--- config.mk ---
export PLATFORM = sky130hd
export DESIGN_NAME = uart_apb_front
export DESIGN_NICKNAME = d
export VERILOG_FILES = /design/src/rtl/uart_fe_pkg.sv /design/src/rtl/uart_fe_decode.sv /design/src/rtl/uart_fe_rxfifo.sv /design/src/rtl/uart_fe_core.sv /design/src/rtl/uart_apb_front.sv
export SDC_FILE = /design/constraint.sdc
export NUM_CORES = 1
export LEC_CHECK = 0
export ABC_AREA = 0
export BUFFER_PORTS_ARGS = -buffer_cell sky130_fd_sc_hd__buf_2
export CAP_MARGIN = 20
export CORE_MARGIN = 1
export CORE_UTILIZATION = 40
export CTS_CLUSTER_DIAMETER = 60
export DETAILED_ROUTE_END_ITERATION = 8
export REMOVE_ABC_BUFFERS = 1
export SLEW_MARGIN = 10
export SYNTH_ARGS = -nofsm -noshare
export SYNTH_HDL_FRONTEND = slang
export SYNTH_SLANG_ARGS = --single-unit
export TNS_END_PERCENT = 100
--- constraint.sdc ---
create_clock -name clk -period 6.45 [get_ports clk]
set_clock_uncertainty 0.05 [all_clocks]
set_input_delay 0.3225 -clock clk [delete_from_list [all_inputs] [get_ports clk]]
set_output_delay 0.3225 -clock clk [all_outputs]
set_load 0.01 [all_outputs]
--- src/rtl/uart_fe_pkg.sv ---
package uart_fe_pkg;

    localparam logic [7:0] OFS_DATA    = 8'h00;
    localparam logic [7:0] OFS_DATA_B3 = 8'h03;
    localparam logic [7:0] OFS_STATUS  = 8'h04;
    localparam logic [7:0] OFS_CTRL    = 8'h08;
    localparam logic [7:0] OFS_SCALER  = 8'h0C;
    localparam logic [7:0] OFS_DEBUG   = 8'h10;

    // control bit positions
    localparam int CB_RX_EN  = 0;
    localparam int CB_TX_EN  = 1;
    localparam int CB_RX_IRQ = 2;
    localparam int CB_TX_IRQ = 3;

    // status bit positions
    localparam int SB_READY   = 0;
    localparam int SB_TSH_MT  = 1;
    localparam int SB_TFIFO_MT = 2;
    localparam int SB_OVERRUN = 4;
    localparam int SB_RX_HALF = 8;
    localparam int SB_RX_FULL = 10;

    typedef enum logic [2:0] {
        SEL_DATA,
        SEL_STATUS,
        SEL_CTRL,
        SEL_SCALER,
        SEL_DEBUG,
        SEL_NONE
    } reg_sel_e;

endpackage

--- src/rtl/uart_fe_decode.sv ---
module uart_fe_decode
    import uart_fe_pkg::*;
(
    input  logic [7:0] ofs_i,
    output reg_sel_e   sel_o
);

    always_comb begin
        unique case (ofs_i)
            OFS_DATA, OFS_DATA_B3: sel_o = SEL_DATA;
            OFS_STATUS:            sel_o = SEL_STATUS;
            OFS_CTRL:              sel_o = SEL_CTRL;
            OFS_SCALER:            sel_o = SEL_SCALER;
            OFS_DEBUG:             sel_o = SEL_DEBUG;
            default:               sel_o = SEL_NONE;
        endcase
    end

endmodule

--- src/rtl/uart_fe_rxfifo.sv ---
module uart_fe_rxfifo #(
    parameter int DEPTH  = 16,
    parameter int DATA_W = 8,
    localparam int AW    = (DEPTH > 1) ? $clog2(DEPTH) : 1,
    localparam int CW    = $clog2(DEPTH + 1)
) (
    input  logic              clk,
    input  logic              rst_n,
    input  logic              wr_i,
    input  logic [DATA_W-1:0] wdata_i,
    input  logic              rd_i,
    output logic [DATA_W-1:0] head_o,
    output logic [CW-1:0]     count_o,
    output logic              empty_o,
    output logic              full_o,
    output logic              accept_o,
    output logic              drop_o
);

    typedef struct packed {
        logic [AW-1:0] rd_ptr;
        logic [AW-1:0] wr_ptr;
        logic [CW-1:0] count;
    } fifo_state_t;

    fifo_state_t s_d, s_q;
    logic [DATA_W-1:0] mem_q [DEPTH];
    logic pop, push;

    function automatic logic [AW-1:0] nxt_ptr(input logic [AW-1:0] p);
        return (p == AW'(DEPTH - 1)) ? '0 : p + AW'(1);
    endfunction

    assign empty_o  = (s_q.count == '0);
    assign full_o   = (s_q.count == CW'(DEPTH));
    assign pop      = rd_i && !empty_o;
    assign push     = wr_i && (!full_o || pop);
    assign accept_o = push;
    assign drop_o   = wr_i && !push;
    assign head_o   = mem_q[s_q.rd_ptr];
    assign count_o  = s_q.count;

    always_comb begin
        s_d = s_q;
        if (pop) begin
            s_d.rd_ptr = nxt_ptr(s_q.rd_ptr);
        end
        if (push) begin
            s_d.wr_ptr = nxt_ptr(s_q.wr_ptr);
        end
        if (push && !pop) begin
            s_d.count = s_q.count + CW'(1);
        end else if (pop && !push) begin
            s_d.count = s_q.count - CW'(1);
        end
    end

    always_ff @(posedge clk or negedge rst_n) begin
        if (!rst_n) begin
            s_q <= '0;
        end else begin
            s_q <= s_d;
        end
    end

    always_ff @(posedge clk) begin
        if (push) begin
            mem_q[s_q.wr_ptr] <= wdata_i;
        end
    end


    full_keeps_chk: assert property (@(posedge clk) disable iff (!rst_n)
        (wr_i && full_o && !rd_i) |=> (count_o == CW'(DEPTH)));


    pop_shrinks_chk: assert property (@(posedge clk) disable iff (!rst_n)
        (rd_i && !empty_o && !wr_i) |=> (count_o == $past(count_o) - CW'(1)));

endmodule

--- src/rtl/uart_fe_core.sv ---
module uart_fe_core
    import uart_fe_pkg::*;
#(
    parameter int DEPTH = 16,
    localparam int CW   = $clog2(DEPTH + 1),
    localparam int HALF = DEPTH / 2
) (
    input  logic          clk,
    input  logic          rst_n,
    input  logic          access_i,
    input  logic          pwrite_i,
    input  reg_sel_e      sel_i,
    input  logic [31:0]   pwdata_i,
    output logic [31:0]   prdata_o,
    input  logic          rx_valid_i,
    input  logic [7:0]    fifo_head_i,
    input  logic [CW-1:0] fifo_count_i,
    input  logic          fifo_empty_i,
    input  logic          fifo_full_i,
    input  logic          fifo_accept_i,
    input  logic          fifo_drop_i,
    output logic          fifo_wr_o,
    output logic          fifo_rd_o,
    output logic          tx_valid_o,
    output logic [7:0]    tx_data_o,
    output logic          irq_o
);

    typedef struct packed {
        logic [31:0] ctrl;
        logic        ready;
        logic        overrun;
        logic        tx_valid;
        logic [7:0]  tx_data;
        logic        irq;
    } core_state_t;

    core_state_t s_d, s_q;
    logic wr_acc, rd_acc, tx_evt, last_pop;
    logic [31:0] status;

    assign wr_acc    = access_i && pwrite_i;
    assign rd_acc    = access_i && !pwrite_i;
    assign fifo_wr_o = rx_valid_i && s_q.ctrl[CB_RX_EN];
    assign fifo_rd_o = rd_acc && (sel_i == SEL_DATA);
    assign tx_evt    = wr_acc && (sel_i == SEL_DATA) && s_q.ctrl[CB_TX_EN];
    assign last_pop  = fifo_rd_o && (fifo_empty_i || fifo_count_i == CW'(1));

    always_comb begin
        status              = '0;
        status[SB_READY]    = s_q.ready;
        status[SB_TSH_MT]   = 1'b1;
        status[SB_TFIFO_MT] = 1'b1;
        status[SB_OVERRUN]  = s_q.overrun;
        status[SB_RX_HALF]  = (fifo_count_i >= CW'(HALF));
        status[SB_RX_FULL]  = fifo_full_i;
    end

    always_comb begin
        unique case (sel_i)
            SEL_DATA:   prdata_o = fifo_empty_i ? 32'h0 : {24'h0, fifo_head_i};
            SEL_STATUS: prdata_o = status;
            SEL_CTRL:   prdata_o = s_q.ctrl;
            default:    prdata_o = 32'h0;
        endcase
    end

    always_comb begin
        s_d          = s_q;
        s_d.tx_valid = 1'b0;
        s_d.irq      = 1'b0;
        if (wr_acc && sel_i == SEL_CTRL) begin
            s_d.ctrl = pwdata_i;
        end
        if (tx_evt) begin
            s_d.tx_valid = 1'b1;
            s_d.tx_data  = pwdata_i[7:0];
        end
        if (wr_acc && sel_i == SEL_STATUS && !pwdata_i[SB_OVERRUN]) begin
            s_d.overrun = 1'b0;
        end
        if (fifo_drop_i) begin
            s_d.overrun = 1'b1;
        end
        if (fifo_accept_i) begin
            s_d.ready = 1'b1;
        end else if (last_pop) begin
            s_d.ready = 1'b0;
        end
        s_d.irq = (fifo_accept_i && s_q.ctrl[CB_RX_IRQ]) ||
                  (tx_evt && s_q.ctrl[CB_TX_IRQ]);
    end

    always_ff @(posedge clk or negedge rst_n) begin
        if (!rst_n) begin
            s_q <= '0;
        end else begin
            s_q <= s_d;
        end
    end

    assign tx_valid_o = s_q.tx_valid;
    assign tx_data_o  = s_q.tx_data;
    assign irq_o      = s_q.irq;


    ctrl_readback_chk: assert property (@(posedge clk) disable iff (!rst_n)
        (access_i && pwrite_i && sel_i == SEL_CTRL) |=> (s_q.ctrl == $past(pwdata_i)));


    tx_forward_chk: assert property (@(posedge clk) disable iff (!rst_n)
        (access_i && pwrite_i && sel_i == SEL_DATA && s_q.ctrl[CB_TX_EN])
        |=> (tx_valid_o && tx_data_o == $past(pwdata_i[7:0])));


    irq_gated_chk: assert property (@(posedge clk) disable iff (!rst_n)
        (!s_q.ctrl[CB_RX_IRQ] && !s_q.ctrl[CB_TX_IRQ]) |=> !irq_o);


    ready_tracks_fifo_chk: assert property (@(posedge clk) disable iff (!rst_n)
        s_q.ready == !fifo_empty_i);


    overrun_sets_chk: assert property (@(posedge clk) disable iff (!rst_n)
        fifo_drop_i |=> s_q.overrun);

endmodule

--- src/rtl/uart_apb_front.sv ---
module uart_apb_front
    import uart_fe_pkg::*;
#(
    parameter int ADDR_W = 12,
    parameter int DEPTH  = 16,
    localparam int CW    = $clog2(DEPTH + 1)
) (
    input  logic              clk,
    input  logic              rst_n,
    input  logic              psel_i,
    input  logic              penable_i,
    input  logic              pwrite_i,
    input  logic [ADDR_W-1:0] paddr_i,
    input  logic [31:0]       pwdata_i,
    output logic [31:0]       prdata_o,
    output logic              pready_o,
    output logic              pslverr_o,
    input  logic              rx_valid_i,
    input  logic [7:0]        rx_data_i,
    output logic              tx_valid_o,
    output logic [7:0]        tx_data_o,
    output logic              irq_o
);

    reg_sel_e        sel;
    logic            fifo_wr, fifo_rd, fifo_empty, fifo_full, fifo_accept, fifo_drop;
    logic [7:0]      fifo_head;
    logic [CW-1:0]   fifo_count;
    logic            unused_addr_hi;

    assign unused_addr_hi = ^paddr_i[ADDR_W-1:8];
    assign pready_o  = 1'b1;
    assign pslverr_o = 1'b0;

    uart_fe_decode i_decode (
        .ofs_i (paddr_i[7:0]),
        .sel_o (sel)
    );

    uart_fe_rxfifo #(.DEPTH(DEPTH), .DATA_W(8)) i_rxfifo (
        .clk      (clk),
        .rst_n    (rst_n),
        .wr_i     (fifo_wr),
        .wdata_i  (rx_data_i),
        .rd_i     (fifo_rd),
        .head_o   (fifo_head),
        .count_o  (fifo_count),
        .empty_o  (fifo_empty),
        .full_o   (fifo_full),
        .accept_o (fifo_accept),
        .drop_o   (fifo_drop)
    );

    uart_fe_core #(.DEPTH(DEPTH)) i_core (
        .clk           (clk),
        .rst_n         (rst_n),
        .access_i      (psel_i && penable_i),
        .pwrite_i      (pwrite_i),
        .sel_i         (sel),
        .pwdata_i      (pwdata_i),
        .prdata_o      (prdata_o),
        .rx_valid_i    (rx_valid_i),
        .fifo_head_i   (fifo_head),
        .fifo_count_i  (fifo_count),
        .fifo_empty_i  (fifo_empty),
        .fifo_full_i   (fifo_full),
        .fifo_accept_i (fifo_accept),
        .fifo_drop_i   (fifo_drop),
        .fifo_wr_o     (fifo_wr),
        .fifo_rd_o     (fifo_rd),
        .tx_valid_o    (tx_valid_o),
        .tx_data_o     (tx_data_o),
        .irq_o         (irq_o)
    );

endmodule

==> summary.md, run 1 <==
| Metric | Value |
|---|---|
| Status | finished with violations |
| Violated checks | negative hold slack |
| Via density | 5.16 |
| CTS tree | done |
| Initial core utilization | 0.407 |
| P per Cell Area | 269 nW/um2 |
| WL met3 | 1120 um |
| CP Launch Type | flop |
| Asr flop ratio synth | 0.308 |
| Hold WS | -0.0307 ns |
| Iteration-0 DRC Markers | 236 |
| Clock network fraction of design power | 0.427 |
| Post-synthesis register bit count | 185 |
| WP data required | 6.75 ns |
| Share of cells above drive strength 1 | 0.372 |
| Crit end category | flop |
| MaxCap Viol Count | 0 |
| Hold/Removal Path Class | in -> async |
| Setup Fix Bufs, Post-CTS | 0 |
| Max-slew headroom | 0.263 |
| WL final | 16300 um |
| Ys Warns | 0 |
| First-pass GRT wire length | 25200 um |
| Initial DRT Pass Iterations | 4 |
| Post-placement cell count | 824 |
| I/O pin cnt | 102 |
| Reg-to-Reg Start | i_rxfifo.count_o[0] |
| Final setup viols | 0 |
| Cell variety after synth | 50 |
| Layout area overhead | 17.3% |
| R2R Setup Slk | 3.03 ns |
| # nets final | 645 |
| Fin cells | 856 |
| Port-buffer cells | 95 |
| Internal | 1.95 mW |
| Setup TNS | 0 ns |
| Chip Height | 143 um |
| Sw power | 0.544 mW |
| Sequential area share after synthesis | 0.667 |
| Clk root buf | clkbuf_16 |
| Max Used Layer | met4 |
| Total gr overflow | 0 |
| Row count | 51 |
| Routed length on met2 | 7840 um |
| ANT nets after route | 0 |
| Die width | 143 um |
| GRT Total Usage | 0.171 |
| Main synth FF type | edfxtp_1 |
| Clock Latency Late Sink | 0.42 ns |
| Filler Cells Inserted | 1697 |
| Sequential Power Share | 0.525 |
| Die area | 20300 um2 |
| Residual DRC | 0 |
| R2r worst-path depth | 10 |
| Core area | 19400 um2 |
| Fin area | 9270 um2 |
| Clock tree sinks | 185 |
| Worst EP arrival | 3.72 ns |
| CTS buffer count | 17 |
| Ant diodes | 0 |
| DP Area | 8650 um2 |
| Initial antenna violation count | 0 |
| Leakage power | 3.61 nW |
| Vias in the first global route | 4506 |
| Largest net degree at the start of global routing | 58 |
| Post_cts resized | 0 |
| CTS clk-pin slew, worst paths | 0.07 ns |
| Minimum clock period | 3.42 ns |
| Combinational group share of total power | 0.048 |
| Final Hold Viols | 14 |
| Worst-Margin Slew | 1.10 ns |
| RR Endpoint | i_rxfifo.count_o[4] |
| Worst vdd rail ir drop | 186 uV |
| Critical path peak fanout | 9 |
| CTS Buffer Depth | 2 |
| Final GP Congestion | 0.767 |
| EDFF count, synth | 128 |
| DR vias | 4417 |
| Final period util | 0.531 |
| Slew Limit Fails | 0 |
| Routed WL per cell | 19.1 um |
| HPWL Detailed | 10800 um |
| CTS hold repair buffers | 0 |
| H-tree levels | 4 |
| Switch share | 0.218 |
| Fmax | 292 MHz |
| Setup repair after global routing missed its margin | false |
| CP Class | reg -> reg |
| Mean Syn Cell Area | 16.3 um2 |
| Syn Std Cell Area | 7900 um2 |
| Mapped Cells | 485 |
| Routed met1 length | 7210 um |
-- power groups by stage --
stage	combinational, mW	clock, mW	sequential, mW
floorplan	0.0673	0	1.33
global placement	0.117	0	1.33
detailed placement	0.121	0	1.33
CTS	0.122	1.08	1.31
global route	0.135	1.12	1.31
finish	0.121	1.06	1.31
-- final cells by class --
cell class	count	area (um2)	area share
well taps	265	332	0.0358
multi-input cells	261	2460	0.266
inverters	6	23.8	0.00257
flip-flops and latches	185	5270	0.569
clock buffers	22	509	0.0550
clock inverters	10	103	0.0111
repair buffers	107	566	0.0610
-- Yosys cell counts, drive strengths merged (10+ instances only) --
cell type	n	area (um2)
nor2	10	37.5
dfrtp	57	1430
mux2	44	495
nand3	13	70.1
a22oi	12	90.1
nand2	16	67.6
clkbuf	14	52.6
mux2i	30	300
mux4	22	495
edfxtp	128	3840
buf	19	118
and2	24	150
-- stage by stage --
stage,hold slack (ns),worst slack (ns),utilization,total power [mW]
floorplan,-0.0231,3.39,-,1.40
global placement,0.416,3.04,0.446,1.45
detailed placement,0.416,2.97,0.446,1.46
CTS,0.00587,3.02,0.478,2.52
global route,0.0409,2.83,0.478,2.57
finish,-0.0307,3.03,0.478,2.49
-- critical path: stages (launching register included) --
cell      delay, ns
dfrtp_1        0.44
inv_1          0.08
ha_1           0.21
nor4bb_1       0.60
o41ai_4        0.30
nand2_4        0.21
clkinv_2       0.17
ha_1           0.32
or4b_2         0.63
a21oi_1        0.18
xor2_1         0.15
-- cell families after synthesis --
kind of cell,Yosys count,synth area share
mux,96,0.163
simple gates,107,0.0828
other cells,2,0.000951
xor+xnor,8,0.00887
buf+inv,39,0.0245
flops,185,0.667
compound gates,39,0.0380
fa+ha+maj,9,0.0143
-- placed cells by master (no fill, tap or decap), types with 4 or more instances in the layout --
| master | n |
|---|---|
| and3_1 | 6 |
| mux2i_1 | 30 |
| dfrtp_1 | 56 |
| nor2_1 | 10 |
| nand4_1 | 8 |
| clkinv_2 | 4 |
| nor2b_1 | 5 |
| nand3_1 | 12 |
| clkbuf_16 | 20 |
| a21oi_1 | 5 |
| xor2_1 | 5 |
| mux4_2 | 22 |
| a22oi_1 | 12 |
| mux2_2 | 44 |
| and2_1 | 23 |
| o211ai_1 | 5 |
| buf_2 | 95 |
| inv_1 | 5 |
| o21ai_0 | 4 |
| nand2_1 | 15 |
| edfxtp_1 | 128 |
| ha_1 | 9 |
| buf_4 | 12 |
-- per-layer routing --
layer / vias to the layer above / global-route usage
met5: - / 0
met4: 0 / 0.0543
met3: 8 / 0.0461
met2: 152 / 0.288
met1: 2207 / 0.215
li1: 2050 / -
-- flip-flops by register name (all words and copies together), names as in the netlist --
signal             cells
i_rxfifo.mem_q       128
i_rxfifo.s_q           8
i_core.tx_data_o       8
i_core.irq_o           1
i_core.s_q            34
i_core.tx_valid_o      1
i_rxfifo.count_o       5
-- worst max path at each step --
stage,startpoint,endpoint,slack (ns)
final,i_rxfifo.count_o[0],i_rxfifo.count_o[4],3.03
after global routing,i_rxfifo.count_o[0],i_rxfifo.count_o[4],2.83
after CTS,i_rxfifo.count_o[0],i_rxfifo.count_o[4],3.02
after detailed placement,paddr_i[5],i_rxfifo.mem_q[0][0],2.97
after global placement,paddr_i[5],i_rxfifo.mem_q[0][0],3.04
after floorplan,paddr_i[5],prdata_o[2],3.39
Power figures use the tool's default switching activity.
==> run 2, diff against run 1 <==
Settings changed: ABC_AREA 0 to 1.
Clock period 6.45 ns to 3.5 ns, I/O delays scaled along.
==> summary.md, run 2 <==
| Metric | Value |
|---|---|
| Status | finished, final reports clean |
| CTS buffer count | 17 (unchanged) |
| # nets final | 1139 (+77%) |
| Setup repair after global routing missed its margin | false |
| Syn Std Cell Area | 8580 um2 (+8.6%) |
| Worst vdd rail ir drop | 351 uV (+88%) |
| First-pass GRT wire length | 30100 um (+20%) |
| Cell variety after synth | 26 (-48%) |
| Ant diodes | 0 (unchanged) |
| Yosys top cell area share | 0.448 (-0.0383) |
| Leakage power | 5.07 nW (+41%) |
| Layout area overhead | 19.3% |
| I/O pin cnt | 102 (unchanged) |
| Most common cell after layout, fill and taps aside | nand2_1 |
| P per Cell Area | 440 nW/um2 (+63%) |
| Largest net degree at the start of global routing | 68 (+17%) |
| Minimum clock period | 2.68 ns |
| Chip Height | 148 um (+4.1%) |
| Final period util | 0.767 |
| H-tree levels | 4 (unchanged) |
| Die area | 22000 um2 (+8.4%) |
| Critical path peak fanout | 33 (+24) |
| Slew Limit Fails | 0 (unchanged) |
| Worst EP arrival | 2.46 ns (-1.26 ns) |
| Post-synthesis register bit count | 185 (unchanged) |
| Max-slew headroom | 0.478 (+0.215) |
| Row count | 53 (+3.9%) |
| Commonest non-fill, non-tap cells in the layout | nand2_1 (273), inv_1 (187), edfxtp_1 (128), buf_2 (95), nand3_1 (91) |
| Core area | 21000 um2 (+8.4%) |
| Clock Latency Late Sink | 0.44 ns (+0.02 ns) |
| Worst-Margin Slew | 0.783 ns (-0.320 ns) |
| Top cell type by total area after synthesis | edfxtp_1 |
| Final worst setup slack | 0.816 ns (-2.21 ns) |
| Mapped Cells | 948 (+95%) |
| Initial core utilization | 0.408 (+0.000702) |
| Hold WS | 0.0886 ns (+0.119 ns) |
| Port-buffer cells | 95 (unchanged) |
| Post-placement cell count | 1293 (+57%) |
| CP Class | reg -> out |
| Clock tree sinks | 185 (unchanged) |
| Fin cells | 1360 (+59%) |
| Final GP Congestion | 0.800 (+4.3%) |
| Max reg flops | 128 (unchanged) |
| Worst hold path startpoint | rx_data_i[2] |
| Fin area | 10200 um2 (+10%) |
| Biggest register | i_rxfifo.mem_q |
| Initial DRT Pass Iterations | 5 (+1) |
| Final setup viols | 0 (unchanged) |
| Crit end category | output port |
| Share of cells above drive strength 1 | 0.145 (-0.228) |
| EDFF count, synth | 128 (unchanged) |
| Filler Cells Inserted | 1962 (+16%) |
| CP Launch Type | flop |
| Post_cts resized | 0 (unchanged) |
| Sequential area share after synthesis | 0.615 (-0.0526) |
| Clk root buf | clkbuf_16 |
| FF+latch area | 5270 um2 (unchanged) |
| Asr flop ratio synth | 0.308 (unchanged) |
| Die width | 148 um (+4.1%) |
| Footprint of the multi-input gates | 2340 um2 (-5.0%) |
| Residual DRC | 0 (unchanged) |
| MaxCap Viol Count | 0 (unchanged) |
| Setup TNS | 0 ns (unchanged) |
| ANT nets after route | 0 (unchanged) |
| Fmax | 373 MHz |
| Hold/Removal Path Class | in -> reg |
| CTS clk-pin slew, worst paths | 0.07 ns (about the same) |
| CTS tree | done |
| HPWL Detailed | 11800 um (+9.9%) |
| Iteration-0 DRC Markers | 265 (+12%) |
| Ys Warns | 0 (unchanged) |
| DP Area | 9300 um2 (+7.5%) |
| Initial antenna violation count | 0 (unchanged) |
| Top-count cell post-synth | nand2_1 |
| Top flop regs | i_rxfifo.mem_q: 128 flops, i_core.s_q: 34 flops |
| GRT Total Usage | 0.181 (+0.00961) |
| Via density | 4.56 (-12%) |
| Setup Fix Bufs, Post-CTS | 0 (unchanged) |
| Reg-to-Reg Start | i_rxfifo.count_o[0] |
| Total gr overflow | 0 (unchanged) |
| Worst setup path start | i_rxfifo.s_q[9] |
| WL final | 18500 um (+14%) |
| DR vias | 6201 (+40%) |
| Main area contributors after synthesis | edfxtp_1 (45%), dfrtp_1 (17%), nand2_1 (12%) |
| CTS Buffer Depth | 2 (unchanged) |
| Vias in the first global route | 5931 (+32%) |
| Final Hold Viols | 0 (-14) |
| Main synth FF type | edfxtp_1 |
| Routed WL per cell | 13.6 um (-29%) |
| Dpl ws | 0.880 ns (-2.09 ns) |
| CTS hold repair buffers | 34 (+34) |
| Mean Syn Cell Area | 9.05 um2 (-44%) |
| Most instantiated cells after synthesis | nand2_1 (273), inv_1 (186), edfxtp_1 (128) |
| WP data required | 3.27 ns (-3.48 ns) |
## run 2: cell count changes after synthesis, sizes merged, moves of 24 or more
cell / previous run / this run
inv: 5 / 189
o21ai: 4 / 30
nand2: 16 / 276
mux2: 44 / 0
nand3: 13 / 91
nor2: 10 / 63
mux2i: 30 / 0
and2: 24 / 0
## run 2: final timing paths
kind / endpoint / slack (ns) / depth (start not counted)
max in group asynchronous: i_core.s_q[32] / 2.27 / 3
min: i_rxfifo.mem_q[8][2] / 0.09 / 1
max reg2reg: i_rxfifo.count_o[3] / 0.89 / 12
min in group asynchronous: i_core.tx_data_o[7] / 0.33 / 2
max: prdata_o[3] / 0.82 / 12
min reg2reg: i_core.s_q[22] / 0.43 / 2
## run 2: layout make-up
type,instances,area share
sequential,185,0.515
clock inverter,13,0.0103
timing repair buffer,151,0.0971
multi-input combinational,527,0.229
tap,275,0.0336
clock buffer,19,0.0454
inverter,190,0.0697
## run 2: per-layer routing
layer / global-route usage / wire (um) / vias up
met3: 0.0393 / 729 / 27
met2: 0.303 / 9260 / 125
met1: 0.229 / 8220 / 2861
met4: 0.0675 / 319 / 0
li1: - / - / 3188
met5: 0 / 0 / -
## run 2: metrics by stage
stage,power [mW],utilization
after floorplan,2.56,-
after global placement,2.67,0.442
after detailed placement,2.68,0.442
after CTS,4.54,0.486
after global routing,4.67,0.487
final,4.50,0.487
## run 2: cells by family (layout without fill, tap and decap cells)
family                     after synthesis  after routing  share of synthesized area
and+or+nand+nor                        450            450                      0.217
other                                    2              2                   0.000876
AOI/OAI and AO/OA                       59             59                     0.0350
adders and majority gates                9              9                     0.0131
DFF                                    185            185                      0.615
xor gates and xnor gates                 7              7                    0.00715
buffers and inverters                  236            373                      0.113
## run 2: critical path: stages, from the launching register on
cell	delay, ns
dfrtp_2	0.40
inv_2	0.44
buf_4	0.32
nand2_1	0.07
nand3_1	0.08
nand2_1	0.10
nand2_1	0.08
nand2_1	0.05
inv_1	0.09
nand2_1	0.11
nand2_1	0.07
nand2_1	0.05
buf_2	0.14
## run 2: power by group
| group | switching (mW) | leakage, nW | internal [mW] | total (mW) |
|---|---|---|---|---|
| clock | 0.853 | 0.290 | 0.990 | 1.84 |
| sequential | 0.0257 | 1.81 | 2.37 | 2.39 |
| combinational | 0.161 | 2.98 | 0.103 | 0.264 |
